--- config.mk ---
export PLATFORM = sky130hd
export DESIGN_NAME = sc_core
export DESIGN_NICKNAME = d
export VERILOG_FILES = /design/src/rtl/sc_pkg.sv /design/src/rtl/sc_decoder.sv /design/src/rtl/sc_alu_ctl.sv /design/src/rtl/sc_alu.sv /design/src/rtl/sc_regfile.sv /design/src/rtl/sc_core.sv
export SDC_FILE = /design/constraint.sdc
export NUM_CORES = 2
export LEC_CHECK = 0
export BUFFER_PORTS_ARGS = -buffer_cell sky130_fd_sc_hd__buf_2
export CORE_UTILIZATION = 50
export DETAILED_ROUTE_END_ITERATION = 16
export PLACE_DENSITY = 0.68
export SLEW_MARGIN = 20
export SYNTH_ARGS = -nofsm -noshare
export SYNTH_HDL_FRONTEND = slang
export SYNTH_SLANG_ARGS = --single-unit
export TNS_END_PERCENT = 100
--- constraint.sdc ---
create_clock -name clk -period 20 [get_ports clk]
set_clock_uncertainty 0.05 [all_clocks]
set_input_delay 4 -clock clk [delete_from_list [all_inputs] [get_ports clk]]
set_output_delay 4 -clock clk [all_outputs]
set_load 0.02 [all_outputs]
--- src/rtl/sc_pkg.sv ---
// Shared encodings and control types for the single-cycle core.
// Assumes the fixed 32-bit three-format instruction layout.
package sc_pkg;
    localparam logic [5:0] OP_RTYPE = 6'h00;
    localparam logic [5:0] OP_J     = 6'h02;
    localparam logic [5:0] OP_BEQ   = 6'h04;
    localparam logic [5:0] OP_ADDI  = 6'h08;
    localparam logic [5:0] OP_ADDIU = 6'h09;
    localparam logic [5:0] OP_SLTI  = 6'h0A;
    localparam logic [5:0] OP_SLTIU = 6'h0B;
    localparam logic [5:0] OP_ANDI  = 6'h0C;
    localparam logic [5:0] OP_ORI   = 6'h0D;
    localparam logic [5:0] OP_XORI  = 6'h0E;
    localparam logic [5:0] OP_LW    = 6'h23;
    localparam logic [5:0] OP_SW    = 6'h2B;

    localparam logic [5:0] FN_ADD  = 6'h20;
    localparam logic [5:0] FN_ADDU = 6'h21;
    localparam logic [5:0] FN_SUB  = 6'h22;
    localparam logic [5:0] FN_SUBU = 6'h23;
    localparam logic [5:0] FN_AND  = 6'h24;
    localparam logic [5:0] FN_OR   = 6'h25;
    localparam logic [5:0] FN_XOR  = 6'h26;
    localparam logic [5:0] FN_NOR  = 6'h27;
    localparam logic [5:0] FN_SLT  = 6'h2A;
    localparam logic [5:0] FN_SLTU = 6'h2B;

    typedef enum logic [2:0] {
        ALU_ADD  = 3'd0,
        ALU_SUB  = 3'd1,
        ALU_AND  = 3'd2,
        ALU_OR   = 3'd3,
        ALU_XOR  = 3'd4,
        ALU_NOR  = 3'd5,
        ALU_SLT  = 3'd6,
        ALU_SLTU = 3'd7
    } alu_op_e;

    typedef struct packed {
        logic    reg_we;      // instruction writes a register
        logic    dst_rd;      // destination is rd (else rt)
        logic    alu_imm;     // ALU b operand is the extended immediate
        logic    zero_ext;    // zero-extend immediate (else sign-extend)
        logic    mem_to_reg;  // write-back takes load data
        logic    mem_we;      // store
        logic    branch;      // conditional branch on equality
        logic    jump;        // absolute jump
        logic    use_funct;   // ALU operation comes from funct field
        logic    ovf_en;      // overflow reported for this form
        alu_op_e alu_op;      // ALU operation for non-funct forms
    } ctrl_t;
endpackage

--- src/rtl/sc_decoder.sv ---
// Main decoder: maps the opcode to datapath control.
// Assumes unknown opcodes must produce no side effects (all enables low).
module sc_decoder
    import sc_pkg::*;
(
    input  logic [5:0] opcode,
    output ctrl_t      ctl
);
    // Opcode to control-word lookup.
    always_comb begin
        ctl = '0;
        unique case (opcode)
            OP_RTYPE: begin
                ctl.reg_we    = 1'b1;
                ctl.dst_rd    = 1'b1;
                ctl.use_funct = 1'b1;
            end
            OP_ADDI: begin
                ctl.reg_we  = 1'b1;
                ctl.alu_imm = 1'b1;
                ctl.ovf_en  = 1'b1;
                ctl.alu_op  = ALU_ADD;
            end
            OP_ADDIU: begin
                ctl.reg_we  = 1'b1;
                ctl.alu_imm = 1'b1;
                ctl.alu_op  = ALU_ADD;
            end
            OP_SLTI: begin
                ctl.reg_we  = 1'b1;
                ctl.alu_imm = 1'b1;
                ctl.alu_op  = ALU_SLT;
            end
            OP_SLTIU: begin
                ctl.reg_we  = 1'b1;
                ctl.alu_imm = 1'b1;
                ctl.alu_op  = ALU_SLTU;
            end
            OP_ANDI: begin
                ctl.reg_we   = 1'b1;
                ctl.alu_imm  = 1'b1;
                ctl.zero_ext = 1'b1;
                ctl.alu_op   = ALU_AND;
            end
            OP_ORI: begin
                ctl.reg_we   = 1'b1;
                ctl.alu_imm  = 1'b1;
                ctl.zero_ext = 1'b1;
                ctl.alu_op   = ALU_OR;
            end
            OP_XORI: begin
                ctl.reg_we   = 1'b1;
                ctl.alu_imm  = 1'b1;
                ctl.zero_ext = 1'b1;
                ctl.alu_op   = ALU_XOR;
            end
            OP_LW: begin
                ctl.reg_we     = 1'b1;
                ctl.alu_imm    = 1'b1;
                ctl.mem_to_reg = 1'b1;
                ctl.alu_op     = ALU_ADD;
            end
            OP_SW: begin
                ctl.alu_imm = 1'b1;
                ctl.mem_we  = 1'b1;
                ctl.alu_op  = ALU_ADD;
            end
            OP_BEQ: begin
                ctl.branch = 1'b1;
                ctl.alu_op = ALU_SUB;
            end
            OP_J: begin
                ctl.jump = 1'b1;
            end
            default: ctl = '0;
        endcase
    end
endmodule

--- src/rtl/sc_alu_ctl.sv ---
// ALU-control decoder: for R-format words it picks the operation from the
// funct field and flags unknown codes; otherwise it passes the main
// decoder's choice through. Assumes the caller gates writes with funct_ok.
module sc_alu_ctl
    import sc_pkg::*;
(
    input  logic       use_funct,
    input  alu_op_e    main_op,
    input  logic       main_ovf_en,
    input  logic [5:0] funct,
    output alu_op_e    alu_op,
    output logic       ovf_en,
    output logic       funct_ok
);
    // Funct-field decode with pass-through for non-R forms.
    always_comb begin
        alu_op   = main_op;
        ovf_en   = main_ovf_en;
        funct_ok = 1'b1;
        if (use_funct) begin
            ovf_en = 1'b0;
            unique case (funct)
                FN_ADD:  begin alu_op = ALU_ADD; ovf_en = 1'b1; end
                FN_ADDU: alu_op = ALU_ADD;
                FN_SUB:  begin alu_op = ALU_SUB; ovf_en = 1'b1; end
                FN_SUBU: alu_op = ALU_SUB;
                FN_AND:  alu_op = ALU_AND;
                FN_OR:   alu_op = ALU_OR;
                FN_XOR:  alu_op = ALU_XOR;
                FN_NOR:  alu_op = ALU_NOR;
                FN_SLT:  alu_op = ALU_SLT;
                FN_SLTU: alu_op = ALU_SLTU;
                default: begin alu_op = ALU_ADD; funct_ok = 1'b0; end
            endcase
        end
    end
endmodule

--- src/rtl/sc_alu.sv ---
// Combinational ALU with zero and two's-complement overflow outputs.
// Assumes overflow is meaningful only for ADD/SUB; the caller gates it.
module sc_alu
    import sc_pkg::*;
#(
    parameter int WIDTH = 32
) (
    input  alu_op_e          op,
    input  logic [WIDTH-1:0] a,
    input  logic [WIDTH-1:0] b,
    output logic [WIDTH-1:0] res,
    output logic             zero,
    output logic             ovf
);
    localparam int MSB = WIDTH - 1;

    logic             sub_mode;
    logic [WIDTH-1:0] b_eff;
    logic [WIDTH-1:0] sum;
    logic             lt_s;
    logic             lt_u;

    // Shared adder: subtraction adds the inverted operand plus one.
    always_comb begin
        sub_mode = (op == ALU_SUB);
        b_eff    = sub_mode ? ~b : b;
        sum      = a + b_eff + {{(WIDTH-1){1'b0}}, sub_mode};
        ovf      = (a[MSB] == b_eff[MSB]) && (sum[MSB] != a[MSB]);
        lt_s     = ($signed(a) < $signed(b));
        lt_u     = (a < b);
    end

    // Result select by operation.
    always_comb begin
        unique case (op)
            ALU_ADD, ALU_SUB: res = sum;
            ALU_AND:  res = a & b;
            ALU_OR:   res = a | b;
            ALU_XOR:  res = a ^ b;
            ALU_NOR:  res = ~(a | b);
            ALU_SLT:  res = {{(WIDTH-1){1'b0}}, lt_s};
            ALU_SLTU: res = {{(WIDTH-1){1'b0}}, lt_u};
            default:  res = sum;
        endcase
        zero = (res == '0);
    end

    // With differing signs, the negative operand is the smaller one.
    always_comb begin
        if (op == ALU_SLT && a[MSB] != b[MSB]) begin
            p_slt_sign_rule_r5: assert (res[0] == a[MSB]);
        end
    end
endmodule

--- src/rtl/sc_regfile.sv ---
// Register file: two combinational read ports, one write port committed at
// the rising edge when we is high. Entry 0 holds no storage and reads zero.
// Assumes the caller gates we during reset; contents are not reset.
module sc_regfile #(
    parameter int WIDTH = 32,
    parameter int COUNT = 32
) (
    input  logic                     clk,
    input  logic                     rst_n,
    input  logic [$clog2(COUNT)-1:0] raddr1,
    input  logic [$clog2(COUNT)-1:0] raddr2,
    output logic [WIDTH-1:0]         rdata1,
    output logic [WIDTH-1:0]         rdata2,
    input  logic                     we,
    input  logic [$clog2(COUNT)-1:0] waddr,
    input  logic [WIDTH-1:0]         wdata
);
    localparam int AW = $clog2(COUNT);

    logic [WIDTH-1:0] regs [COUNT];

    // Write port: only nonzero entries take data.
    always_ff @(posedge clk) begin
        if (we && waddr != '0) begin
            regs[waddr] <= wdata;
        end
    end

    // Read ports: entry 0 forced to zero.
    always_comb begin
        rdata1 = (raddr1 == '0) ? '0 : regs[raddr1];
        rdata2 = (raddr2 == '0) ? '0 : regs[raddr2];
    end

    // A committed write is visible on the following cycle.
    p_rf_write_visible_r3: assert property (@(posedge clk) disable iff (!rst_n)
        (we && waddr != AW'(0)) |=> (raddr1 != $past(waddr)) || (rdata1 == $past(wdata)));

    // Writes to entry 0 leave it reading zero.
    p_r0_stays_zero_r10: assert property (@(posedge clk) disable iff (!rst_n)
        (we && waddr == AW'(0)) |=> (raddr1 != AW'(0)) || (rdata1 == '0));
endmodule

--- src/rtl/sc_core.sv ---
// Single-cycle core top: PC register, immediate extension, operand muxing,
// write-back select and next-PC selection around the decoders, the register
// file and the ALU. Assumes combinational instruction and data memories.
module sc_core
    import sc_pkg::*;
#(
    parameter logic [31:0] RESET_PC  = 32'h0000_0000,
    parameter int          REG_COUNT = 32
) (
    input  logic        clk,
    input  logic        rst_n,
    output logic [31:0] imem_addr,
    input  logic [31:0] imem_rdata,
    output logic [31:0] dmem_addr,
    output logic [31:0] dmem_wdata,
    output logic        dmem_we,
    input  logic [31:0] dmem_rdata,
    output logic        ovf_flag
);
    localparam int XLEN = 32;
    localparam int RAW  = $clog2(REG_COUNT);

    logic [XLEN-1:0] pc_q;
    logic [XLEN-1:0] pc_plus4;
    logic [XLEN-1:0] br_target;
    logic [XLEN-1:0] j_target;
    logic [XLEN-1:0] pc_next;

    logic [5:0]      f_op;
    logic [RAW-1:0]  f_rs;
    logic [RAW-1:0]  f_rt;
    logic [RAW-1:0]  f_rd;
    logic [5:0]      f_funct;
    logic [15:0]     f_imm;
    logic [25:0]     f_target;

    ctrl_t           ctl;
    alu_op_e         alu_op;
    logic            ovf_en;
    logic            funct_ok;

    logic [XLEN-1:0] rs_val;
    logic [XLEN-1:0] rt_val;
    logic [XLEN-1:0] imm_ext;
    logic [XLEN-1:0] alu_b;
    logic [XLEN-1:0] alu_res;
    logic            alu_zero;
    logic            alu_ovf;

    logic            rf_we;
    logic [RAW-1:0]  rf_waddr;
    logic [XLEN-1:0] rf_wdata;
    logic            take_branch;

    // Field split of the fetched word.
    always_comb begin
        f_op     = imem_rdata[31:26];
        f_rs     = imem_rdata[25:21];
        f_rt     = imem_rdata[20:16];
        f_rd     = imem_rdata[15:11];
        f_funct  = imem_rdata[5:0];
        f_imm    = imem_rdata[15:0];
        f_target = imem_rdata[25:0];
    end

    sc_decoder u_dec (
        .opcode (f_op),
        .ctl    (ctl)
    );

    sc_alu_ctl u_alu_ctl (
        .use_funct   (ctl.use_funct),
        .main_op     (ctl.alu_op),
        .main_ovf_en (ctl.ovf_en),
        .funct       (f_funct),
        .alu_op      (alu_op),
        .ovf_en      (ovf_en),
        .funct_ok    (funct_ok)
    );

    sc_regfile #(
        .WIDTH (XLEN),
        .COUNT (REG_COUNT)
    ) u_rf (
        .clk    (clk),
        .rst_n  (rst_n),
        .raddr1 (f_rs),
        .raddr2 (f_rt),
        .rdata1 (rs_val),
        .rdata2 (rt_val),
        .we     (rf_we),
        .waddr  (rf_waddr),
        .wdata  (rf_wdata)
    );

    // Immediate extension and ALU operand select.
    always_comb begin
        imm_ext = ctl.zero_ext ? {16'h0000, f_imm} : {{16{f_imm[15]}}, f_imm};
        alu_b   = ctl.alu_imm ? imm_ext : rt_val;
    end

    sc_alu #(
        .WIDTH (XLEN)
    ) u_alu (
        .op   (alu_op),
        .a    (rs_val),
        .b    (alu_b),
        .res  (alu_res),
        .zero (alu_zero),
        .ovf  (alu_ovf)
    );

    // Write-back destination, data and enable.
    always_comb begin
        rf_waddr = ctl.dst_rd ? f_rd : f_rt;
        rf_wdata = ctl.mem_to_reg ? dmem_rdata : alu_res;
        rf_we    = ctl.reg_we && funct_ok && rst_n;
    end

    // Data memory port and overflow status.
    always_comb begin
        dmem_addr  = alu_res;
        dmem_wdata = rt_val;
        dmem_we    = ctl.mem_we && rst_n;
        ovf_flag   = ovf_en && alu_ovf;
    end

    // Next-PC candidates and selection.
    always_comb begin
        pc_plus4    = pc_q + 32'd4;
        br_target   = pc_plus4 + {imm_ext[29:0], 2'b00};
        j_target    = {pc_plus4[31:28], f_target, 2'b00};
        take_branch = ctl.branch && alu_zero;
        if (ctl.jump) begin
            pc_next = j_target;
        end else if (take_branch) begin
            pc_next = br_target;
        end else begin
            pc_next = pc_plus4;
        end
    end

    // Program counter: loaded every edge, synchronous active-low reset.
    always_ff @(posedge clk) begin
        if (!rst_n) begin
            pc_q <= RESET_PC;
        end else begin
            pc_q <= pc_next;
        end
    end

    assign imem_addr = pc_q;

    // Sequential step when no control transfer is decoded.
    p_pc_step_r2: assert property (@(posedge clk) disable iff (!rst_n)
        (!ctl.branch && !ctl.jump) |=> (pc_q == $past(pc_q) + 32'd4));

    // Untaken beq falls through.
    p_beq_fallthrough_r8: assert property (@(posedge clk) disable iff (!rst_n)
        (ctl.branch && (rs_val != rt_val)) |=> (pc_q == $past(pc_q) + 32'd4));

    // Taken beq loads the relative target.
    p_beq_taken_r8: assert property (@(posedge clk) disable iff (!rst_n)
        (ctl.branch && (rs_val == rt_val)) |=> (pc_q == $past(br_target)));

    // Jump keeps the upper PC+4 nibble.
    p_jump_region_r9: assert property (@(posedge clk) disable iff (!rst_n)
        ctl.jump |=> (pc_q[31:28] == $past(pc_plus4[31:28])) && (pc_q[1:0] == 2'b00));

    // A store never writes a register.
    p_store_no_wb_r7: assert property (@(posedge clk) disable iff (!rst_n)
        dmem_we |-> !rf_we);

    // Non-trapping add/sub forms never flag overflow.
    p_no_overflow_r6: assert property (@(posedge clk) disable iff (!rst_n)
        ((f_op == OP_ADDIU) ||
         ((f_op == OP_RTYPE) && ((f_funct == FN_ADDU) || (f_funct == FN_SUBU))))
        |-> !ovf_flag);

    // No data write while reset is held.
    p_reset_quiet_r1: assert property (@(posedge clk)
        !rst_n |-> !dmem_we);
endmodule

==> qor.log <==
qor: setup_path.startpoint imem_rdata[27]
qor: clock_network.tritoncts yes
qor: clock_network.cts.sink_count 1054
qor: die.overall_die_area 0.1149 mm²
qor: setup_path.cp_common_cell a21o_1
qor: setup_path.worstPathCellList buf_2, or4_1, or2_1, a2111o_1, nand2_1, buf_4, nand2_2, xnor2_1, ha_1, nand2_1, o21ai_0, a21o_1, a21o_1, a21o_1, o21ai_0, a21o_1, o2111a_1, a211oi_1, nand3_1, a2111oi_0, buf_2
qor: timing.grt_setup_unrepaired false
qor: setup_path.path_class input port to primary output
qor: global_routing.grt_antenna_before_repair 2
qor: timing.final.setup.tns 0 ns
qor: setup_path.setup.worst_path.start_class input port
qor: global_routing.first_global_vias 34390
qor: setup_path.critical_path_required 15.95 ns
qor: yosys.synth_top_flop_cell edfxtp_1
qor: route.drcViolationCount 0
qor: clock_network.insertion_delay 0.72 ns
qor: clock_network.clock-root-buffer clkbuf_16
qor: die.start_util 50.48%
qor: timing.min_period 15.10 ns
qor: clock_network.cts.hold.buffers_added 0
qor: pwr.max-vdd-ir-drop 0.00007248 V
qor: global_routing.grt_first_pass_wirelength 248300 µm
qor: timing.finalHoldViolCount 0
qor: setup_path.crit_end ovf_flag
qor: timing.slew-limit-headroom 24.03%
qor: yosys.avgSynthCellArea 16.45 µm²
qor: global_routing.grt_util_all_layers 30.30%
qor: die.fp.dieH 339.0 µm
qor: timing.final.setup.worst_slack 4.904 ns
qor: place.dpl_worst_slack 5.091 ns
qor: setup_path.crit_path_top_delay_cell nand2_2
qor: yosys.synth_largest_area_cell edfxtp_1
qor: timing.slew_violations 0
qor: pwr.p_per_area 97.71 mW/mm²
qor: setup_path.timing.critical_path.depth 21
qor: outcome.run_status finished, final reports clean
qor: route.post_drt_via_cell_ratio 6.855
qor: setup_path.crit-reg2reg-launch u_rf.regs[6][11]
qor: clock_network.post_cts.repair.setup_buffers 0
qor: global_routing.grt_start_max_net_pins 149
qor: global_routing.gr-total-overflow 0
qor: route.initialDrtViolationCount 4654
qor: setup_path.cp.buffers_inverters 3
qor: final_layout.nNetsFinal 3822
qor: setup_path.critical_path.top_delay_family compound AO/OA/AOI/OAI gates
qor: clock_network.htreeDepth 3
qor: setup_path.worst_r2r_endpoint imem_addr[31]
qor: place.io_buffers 161
qor: setup_path.ff2ff_path_depth 21
qor: yosys.number_of_enable_type_register_cells_in_the_synthesized_netlist 1024
qor: route.wl_per_cell 33.59 µm
qor: setup_path.cp.arrival 11.05 ns
qor: yosys.ys_top_cells_by_area edfxtp_1 (54%), mux4_2 (25%), ha_1 (3.4%)
qor: timing.fmaxAchievable 66.24 MHz
qor: route.num_vias 35560
qor: clock_network.quantity_of_gates_resized_following_cts 0
qor: timing.report.final.setup_viol 0
qor: run.maxCapViolCount 0
qor: pwr.total_leakage_power 21.46 nW
qor: setup_path.worst-path-max-fanout 39
qor: timing.fin_hold_ws 0.6195 ns
qor: die.die_width 339.0 µm
qor: clock_network.clkSlewWorstSetupHoldPaths 0.06 ns
qor: route.first_pass_iters 5
qor: yosys.ys_async_sr_fraction 0%
qor: clock_network.maximum_clock_insertion_buffer_count 3
qor: die.rows 123
qor: yosys.postSynthCellCount 3453
qor: setup_path.setup.reg_to_reg.worst_slack 12.67 ns
qor: timing.finalCritPeriodShare 75.48%
qor: yosys.synth.top_cell.area_share 54.15%
qor: yosys.mappedNetlistArea 0.05679 mm²
qor: route.final_wl 174200 µm
qor: yosys.synth_warnings 0
qor: place.hpwl 104200 µm
qor: setup_path.largest_stage_delay_worst_path 0.72 ns
qor: hold_path.min_path_type register to register
qor: route.antenna_violating_nets_post_route 0
qor: setup_path.endpoint_kind primary output
qor: die.core_region_area 0.1125 mm²
qor: yosys.ys_seq_elements 1054
qor: timing.timing_worst_slew_pin_value 1.140 ns
qor: final_layout.post_route_cells_drive_above_1_share 30.62%
qor: yosys.yosysUniqueCellTypes 85
qor: place.globalplace.congestion 0.9733
qor: yosys.synth-seq-area-share 55.21%
qor: final_layout.post_synthesis_to_final_layout_area_growth 11.37%
qor: clock_network.clock_buffers_created_by_tritoncts 105
qor: die.boundaryPins 164
==> layout by cell type, fill, tap and decap left out, drive strengths merged, types with 51 or more instances in the layout <==
cell type     n
nor2        198
clkinv       51
inv         113
mux4        631
nand2       193
o21ai        53
mux2i        78
a21oi       104
clkbuf      117
ha          156
a21o         58
xnor2        79
buf         242
edfxtp     1024
==> worst min path at each step <==
stage	start	cells after the start	slack, ns	endpoint
5_1_grt	imem_addr[28]	3	0.67	imem_addr[28]
4_1_cts	imem_addr[28]	3	0.63	imem_addr[28]
6_report	imem_addr[28]	3	0.62	imem_addr[28]
3_5_place_dp	imem_addr[28]	3	0.61	imem_addr[28]
3_3_place_gp	imem_addr[28]	3	0.60	imem_addr[28]
2_1_floorplan	imem_addr[30]	4	0.70	imem_addr[30]
==> cell type report <==
cell class / instances / area, µm²
repair buffers: 242 / 1520
fillers: 8604 / 49260
multi-input cells: 2088 / 24600
inverters: 107 / 406.6
clock inverters: 76 / 807.0
diodes: 3 / 7.507
clock buffers: 117 / 2673
flip-flops and latches: 1054 / 31350
well taps: 1500 / 1877
==> sequential cells by signal, indices dropped and copies added, names as in the netlist <==
name and count:
u_rf.regs 1024, imem_addr 30
==> worst min-delay path: stages (launching register included) <==
cell,delay [ns]
dfxtp_1,0.36
xor2_1,0.10
mux2i_1,0.12
nor2_1,0.05
==> cells by family after synthesis <==
logic type               after synthesis  share of synthesized area, %
other                                  1                      0.006604
adder cells (fa/ha/maj)              158                         3.508
XOR/XNOR                             103                         1.589
flip-flops                          1054                         55.21
AND/OR/NAND/NOR                      641                         5.284
AO/OA/AOI/OAI                        416                         5.103
buffers and inverters                344                         2.369
multiplexers                         736                         26.94
==> per-layer routing <==
layer	vias up	wire length, µm	global-route usage [%]
met5	-	13	0
met3	370	20490	7.010
met4	2	7871	12.69
met1	18370	63880	40.93
met2	2330	81970	47.51
li1	14480	-	-
==> where the power goes <==
| part | switching (mW) | leakage [nW] | internal, mW |
|---|---|---|---|
| sequential | 0.0137 | 9.48 | 2.79 |
| clock | 0.867 | 1.70 | 1.16 |
| combinational | 0.938 | 10.3 | 0.417 |
==> synth_stat cells (52+ instances only) <==
| cell | n |
|---|---|
| xnor2_1 | 79 |
| a21o_1 | 58 |
| o21ai_0 | 52 |
| buf_1 | 66 |
| nand2_1 | 193 |
| edfxtp_1 | 1024 |
| ha_1 | 156 |
| inv_1 | 103 |
| clkbuf_1 | 154 |
| nor2_1 | 198 |
| a21oi_1 | 103 |
| mux4_2 | 631 |
| mux2i_1 | 78 |
==> through the flow <==
step                      power [mW]  util [%]  instances  area [µm²]
after floorplan                3.674         -       3486       56910
after global placement         4.156     53.10       4990       59730
after detailed placement       4.174     53.11       4990       59750
after CTS                      6.174     56.20       5183       63230
after global routing           6.357     56.21       5185       63240
final                          6.179     56.22       5187       63240
Power figures use the tool's default switching activity.
